$ cat src/rtl/mcc_pkg.sv
package mcc_pkg;

   typedef enum logic [3:0] {
      ST_FETCH  = 4'd0,
      ST_DECODE = 4'd1,
      ST_MADDR  = 4'd2,
      ST_LDRD   = 4'd3,
      ST_LDWB   = 4'd4,
      ST_STWR   = 4'd5,
      ST_REXE   = 4'd6,
      ST_RWB    = 4'd7,
      ST_BRANCH = 4'd8,
      ST_JUMP   = 4'd9
   } state_t;

   localparam int N_STATES = 10;

   // Packed in the same order as the control word in the brief.
   typedef struct packed {
      logic       mem_rd;
      logic       mem_wr;
      logic       addr_sel;
      logic       ir_load;
      logic       dst_sel;
      logic       wb_sel;
      logic       rf_we;
      logic       alu_a_sel;
      logic [1:0] alu_b_sel;
      logic [1:0] alu_op;
      logic [1:0] pc_src;
      logic       pc_we;
      logic       pc_we_cond;
   } ctrl_t;

endpackage

$ cat src/rtl/mcc_next.sv
module mcc_next
   import mcc_pkg::*;
#(
   parameter int               OPW      = 6,
   parameter logic [OPW-1:0]   OP_RTYPE = 6'b000000,
   parameter logic [OPW-1:0]   OP_LOAD  = 6'b100011,
   parameter logic [OPW-1:0]   OP_STORE = 6'b101011,
   parameter logic [OPW-1:0]   OP_BEQ   = 6'b000100,
   parameter logic [OPW-1:0]   OP_JUMP  = 6'b000010
) (
   input  state_t         st,
   input  logic [OPW-1:0] op,
   output state_t         nx
);

   always_comb begin
      nx = ST_FETCH;
      unique case (st)
         ST_FETCH:  nx = ST_DECODE;
         ST_DECODE: begin
            if (op == OP_LOAD || op == OP_STORE) nx = ST_MADDR;
            else if (op == OP_RTYPE)             nx = ST_REXE;
            else if (op == OP_BEQ)               nx = ST_BRANCH;
            else if (op == OP_JUMP)              nx = ST_JUMP;
            else                                 nx = ST_FETCH;
         end
         ST_MADDR:  nx = (op == OP_LOAD) ? ST_LDRD : ST_STWR;
         ST_LDRD:   nx = ST_LDWB;
         ST_REXE:   nx = ST_RWB;
         default:   nx = ST_FETCH;
      endcase
   end

endmodule

$ cat src/rtl/mcc_ctrl_map.sv
module mcc_ctrl_map
   import mcc_pkg::*;
(
   input  state_t st,
   output ctrl_t  c
);

   always_comb begin
      c = '0;
      unique case (st)
         ST_FETCH: begin
            c.mem_rd    = 1'b1;
            c.ir_load   = 1'b1;
            c.alu_b_sel = 2'b01;
            c.pc_we     = 1'b1;
         end
         ST_DECODE: c.alu_b_sel = 2'b11;
         ST_MADDR: begin
            c.alu_a_sel = 1'b1;
            c.alu_b_sel = 2'b10;
         end
         ST_LDRD: begin
            c.mem_rd   = 1'b1;
            c.addr_sel = 1'b1;
         end
         ST_LDWB: begin
            c.rf_we  = 1'b1;
            c.wb_sel = 1'b1;
         end
         ST_STWR: begin
            c.mem_wr   = 1'b1;
            c.addr_sel = 1'b1;
         end
         ST_REXE: begin
            c.alu_a_sel = 1'b1;
            c.alu_op    = 2'b10;
         end
         ST_RWB: begin
            c.dst_sel = 1'b1;
            c.rf_we   = 1'b1;
         end
         ST_BRANCH: begin
            c.alu_a_sel  = 1'b1;
            c.alu_op     = 2'b01;
            c.pc_src     = 2'b01;
            c.pc_we_cond = 1'b1;
         end
         ST_JUMP: begin
            c.pc_src = 2'b10;
            c.pc_we  = 1'b1;
         end
         default: c = '0;
      endcase
   end

endmodule

$ cat src/rtl/mcyc_ctrl.sv
module mcyc_ctrl
   import mcc_pkg::*;
#(
   parameter int             OPW      = 6,
   parameter bit             ONE_HOT  = 1'b0,
   parameter logic [OPW-1:0] OP_RTYPE = 6'b000000,
   parameter logic [OPW-1:0] OP_LOAD  = 6'b100011,
   parameter logic [OPW-1:0] OP_STORE = 6'b101011,
   parameter logic [OPW-1:0] OP_BEQ   = 6'b000100,
   parameter logic [OPW-1:0] OP_JUMP  = 6'b000010
) (
   input  logic           clk,
   input  logic           rst,
   input  logic [OPW-1:0] opcode,
   output logic           mem_rd,
   output logic           mem_wr,
   output logic           addr_sel,
   output logic           ir_load,
   output logic           dst_sel,
   output logic           wb_sel,
   output logic           rf_we,
   output logic           alu_a_sel,
   output logic [1:0]     alu_b_sel,
   output logic [1:0]     alu_op,
   output logic [1:0]     pc_src,
   output logic           pc_we,
   output logic           pc_we_cond
);

   localparam int SW = $bits(state_t);

   if (OPW < 1) begin : g_bad_width
      $error("mcyc_ctrl: OPW must be at least 1");
   end
   if (OP_RTYPE == OP_LOAD || OP_RTYPE == OP_STORE || OP_RTYPE == OP_BEQ ||
       OP_RTYPE == OP_JUMP || OP_LOAD == OP_STORE || OP_LOAD == OP_BEQ ||
       OP_LOAD == OP_JUMP  || OP_STORE == OP_BEQ  || OP_STORE == OP_JUMP ||
       OP_BEQ == OP_JUMP) begin : g_bad_ops
      $error("mcyc_ctrl: opcode parameters must be distinct");
   end

   state_t st, nx;
   ctrl_t  c;

   mcc_next #(
      .OPW(OPW), .OP_RTYPE(OP_RTYPE), .OP_LOAD(OP_LOAD),
      .OP_STORE(OP_STORE), .OP_BEQ(OP_BEQ), .OP_JUMP(OP_JUMP)
   ) u_next (
      .st (st),
      .op (opcode),
      .nx (nx)
   );

   if (ONE_HOT) begin : g_onehot
      logic [N_STATES-1:0] oh_q;
      always_ff @(posedge clk) begin
         if (rst) oh_q <= N_STATES'(1) << ST_FETCH;
         else     oh_q <= N_STATES'(1) << nx;
      end
      always_comb begin
         st = ST_FETCH;
         for (int i = 0; i < N_STATES; i++)
            if (oh_q[i]) st = state_t'(SW'(i));
      end
   end else begin : g_binary
      state_t st_q;
      always_ff @(posedge clk) begin
         if (rst) st_q <= ST_FETCH;
         else     st_q <= nx;
      end
      assign st = st_q;
   end

   mcc_ctrl_map u_map (
      .st (st),
      .c  (c)
   );

   assign mem_rd     = c.mem_rd;
   assign mem_wr     = c.mem_wr;
   assign addr_sel   = c.addr_sel;
   assign ir_load    = c.ir_load;
   assign dst_sel    = c.dst_sel;
   assign wb_sel     = c.wb_sel;
   assign rf_we      = c.rf_we;
   assign alu_a_sel  = c.alu_a_sel;
   assign alu_b_sel  = c.alu_b_sel;
   assign alu_op     = c.alu_op;
   assign pc_src     = c.pc_src;
   assign pc_we      = c.pc_we;
   assign pc_we_cond = c.pc_we_cond;

endmodule

$ cat config.mk
export PLATFORM = sky130hd
export DESIGN_NAME = mcyc_ctrl
export DESIGN_NICKNAME = d
export VERILOG_FILES = /design/src/rtl/mcc_pkg.sv /design/src/rtl/mcc_next.sv /design/src/rtl/mcc_ctrl_map.sv /design/src/rtl/mcyc_ctrl.sv
export SDC_FILE = /design/constraint.sdc
export NUM_CORES = 1
export LEC_CHECK = 0
export BUFFER_PORTS_ARGS = -buffer_cell sky130_fd_sc_hd__buf_4
export CORE_AREA = 2 2 39 41
export CTS_BUF_LIST = sky130_fd_sc_hd__clkbuf_16
export DETAILED_ROUTE_END_ITERATION = 12
export DIE_AREA = 0 0 41 43
export PLACE_DENSITY_LB_ADDON = 0.08
export SLEW_MARGIN = 10
export SYNTH_ARGS = -nofsm -noshare
export SYNTH_HDL_FRONTEND = slang
export SYNTH_SLANG_ARGS = --single-unit
$ cat constraint.sdc
create_clock -name clk -period 1.8 [get_ports clk]
set_input_delay 0.36 -clock clk [delete_from_list [all_inputs] [get_ports clk]]
set_output_delay 0.36 -clock clk [all_outputs]
set_load 0.01 [all_outputs]
==> impl_metrics.env <==
export IMPL_status="finished, final reports clean"
export IMPL_critPathKind="reg2out"
export IMPL_p_leak_nw=0.2845
export IMPL_r2r_setup_slack_ns=0.46
export IMPL_synth_edf_count=0
export IMPL_finalMaxSlewViolations=0
export IMPL_coreArea_um2=1384
export IMPL_drc=0
export IMPL_synthTopCellsByArea="dfxtp_1, nor3_1, nor2_1, a2111oi_4, nand2b_1"
export IMPL_wl_um=1023
export IMPL_h_tree_depth=1
export IMPL_maxCapViolCount=0
export IMPL_largest_reg_flops=4
export IMPL_final_setup_tns_ns=0
export IMPL_postCtsSetupBuffers=0
export IMPL_fin_ws_ns=0.1147
export IMPL_post_route_period_util=0.9363
export IMPL_rr_endpoint="g_binary.st_q[3]$_SDFF_PP0_"
export IMPL_netlist_area_um2=385.4
export IMPL_antenna_cells=0
export IMPL_grt_first_pass_wirelength_um=1745
export IMPL_synth_commonest_cells="nor2_1, nor3_1, dfxtp_1, nand2b_1, nand2_1"
export IMPL_clock_path_buffers=2
export IMPL_ys_seq_area_frac=0.2078
export IMPL_dr_total_vias=478
export IMPL_io_pins=24
export IMPL_grt_start_max_net_pins=10
export IMPL_rows=14
export IMPL_cp_arrival_ns=1.33
export IMPL_vias_per_cell=4.979
export IMPL_root_buffer="clkbuf_16"
export IMPL_drtPass1Iterations=4
export IMPL_worstPathRequired_ns=1.44
export IMPL_numCtsBuffers=3
export IMPL_gr_total_overflow=0
export IMPL_clock_latency_ns=0.22
export IMPL_syn_area_per_cell_um2=7.136
export IMPL_synth_main_ff_cell="dfxtp_1"
export IMPL_die_area_um2=1763
export IMPL_top_register="g_binary.st_q"
export IMPL_clock_skew_ns=0.001946
export IMPL_ys_seq_elements=4
export IMPL_holdPathStages=2
export IMPL_initial_utilization=0.2785
export IMPL_die_w_um=41
export IMPL_yosysTopAreaCellShare=0.2078
export IMPL_r2r_start="g_binary.st_q[2]$_SDFF_PP0_"
export IMPL_crit_path_start_kind="flip-flop"
export IMPL_synthCells=54
export IMPL_crit_path_end_kind="output pin"
export IMPL_cts_sinks=4
export IMPL_antenna_found_initial=0
export IMPL_drive_above_1_share=0.4250
export IMPL_worst_r2r_path_depth=4
export IMPL_finalHoldViolCount=0
export IMPL_rsz0062_at_grt="no"
export IMPL_port_buffer_count=23
export IMPL_grt_pass1_vias=410
export IMPL_post_place_ws_ns=0.2229
export IMPL_min_to="g_binary.st_q[3]$_SDFF_PP0_"
export IMPL_clk_pin_slew_ns=0.03
export IMPL_initialDrtViolationCount=13
export IMPL_synthArstFlopShare=0
export IMPL_post_cts_resized=0
export IMPL_power_density_nw_per_um2=764.3
export IMPL_place_congestion=0.7462
export IMPL_cts_tree="yes"
export IMPL_period_needed_ns=1.685
export IMPL_hp_start="opcode[4]"
export IMPL_antenna_left=0
export IMPL_post_drt_wl_per_cell_um=10.66
export IMPL_clock_fmax_mhz=593.4
export IMPL_hp_class="in2reg"
export IMPL_worstMarginPinSlew_ns=0.3285
export IMPL_reg_top3="g_binary.st_q x4"
export IMPL_setup_viol=0
export IMPL_synthesis_nets=62
export IMPL_ir_worst_vdd_uv=1058
export IMPL_dp_hpwl_um=819.9
export IMPL_finalNetCount=90
export IMPL_fp_dieH_um=43
export IMPL_areaGrowthSynthToFinish_pct=72.40
export IMPL_ys_warn_count=0
export IMPL_synth_cell_types=28
export IMPL_grt_usage=0.1419
export IMPL_synth_top_area_cell="dfxtp_1"
export IMPL_synth_most_common_cell="nor2_1"
export IMPL_hold_ws_ns=0.3195
export IMPL_cts_hold_buf=0
export IMPL_crit_fanout=7
export IMPL_slew_headroom=0.7753
-- worst max path at each step --
stage | end | slack [ns] | startpoint | depth (start not counted)
finish | pc_we | 0.11 | g_binary.st_q[2]$_SDFF_PP0_ | 4
global route | alu_a_sel | 0.03 | g_binary.st_q[3]$_SDFF_PP0_ | 4
CTS | pc_we | 0.11 | g_binary.st_q[2]$_SDFF_PP0_ | 4
detailed placement | g_binary.st_q[1]$_SDFF_PP0_ | 0.22 | opcode[0] | 4
global placement | g_binary.st_q[1]$_SDFF_PP0_ | 0.23 | opcode[0] | 4
floorplan | pc_we | 0.21 | g_binary.st_q[2]$_SDFF_PP0_ | 4
-- cell usage in the layout (no fill, tap or decap), types with 2 or more instances in the layout --
cell type / netlist / layout
or3_1: 2 / 2
clkbuf_16: 0 / 3
nor2_1: 9 / 9
buf_4: 1 / 27
nor3_1: 8 / 8
dfxtp_1: 4 / 4
o21ai_0: 2 / 2
nand2b_1: 4 / 4
nand2_1: 3 / 3
-- cell families after synthesis --
kind of cell           synth area share
flip-flops                       0.2078
buffers and inverters           0.05844
AND/OR/NAND/NOR                  0.4676
AO/OA/AOI/OAI                    0.1916
XOR/XNOR                        0.04546
multiplexers                    0.02922
-- worst max-delay path, cell delays in order, from the launching register on --
cell	delay (ns)
dfxtp_1	0.43
nand2b_1	0.20
nor2_1	0.07
or2_2	0.27
buf_4	0.14
-- area by class of cell --
class | instances | area (um2)
tap | 16 | 20.02
multi-input combinational | 45 | 282.8
timing repair buffer | 27 | 202.7
sequential | 4 | 80.08
inverter | 1 | 3.754
fill | 143 | 719.4
clock buffer | 3 | 75.07
-- metal layers --
metal  GRT usage  routed length, um  part of all wire  vias up
met5           0                  0                 0        -
met4     0.02667                  0                 0        0
met3     0.06283                 63             0.062        0
met2      0.2156                475              0.46       16
met1      0.1812                483              0.47      213
li1            -                  -                 -      249
-- through the flow --
step                instances  cell area (um2)  utilization  power (mW)
global route               96            664.4       0.4801      0.5338
global placement           93            589.3       0.4259      0.1678
CTS                        96            664.4       0.4801      0.5153
detailed placement         93            589.3       0.4259      0.1671
finish                     96            664.4       0.4801      0.5078
floorplan                  54            385.4            -      0.1277
-- power breakdown --
| part | switching, mW | leakage [nW] | total [mW] | internal, mW |
|---|---|---|---|---|
| combinational | 0.0326 | 0.215 | 0.0703 | 0.0377 |
| sequential | 0.00391 | 0.0326 | 0.0954 | 0.0915 |
| clock | 0.0586 | 0.0370 | 0.342 | 0.284 |
| total | 0.0952 | 0.285 | 0.508 | 0.413 |
No activity file was read; power rests on OpenSTA's default activity.
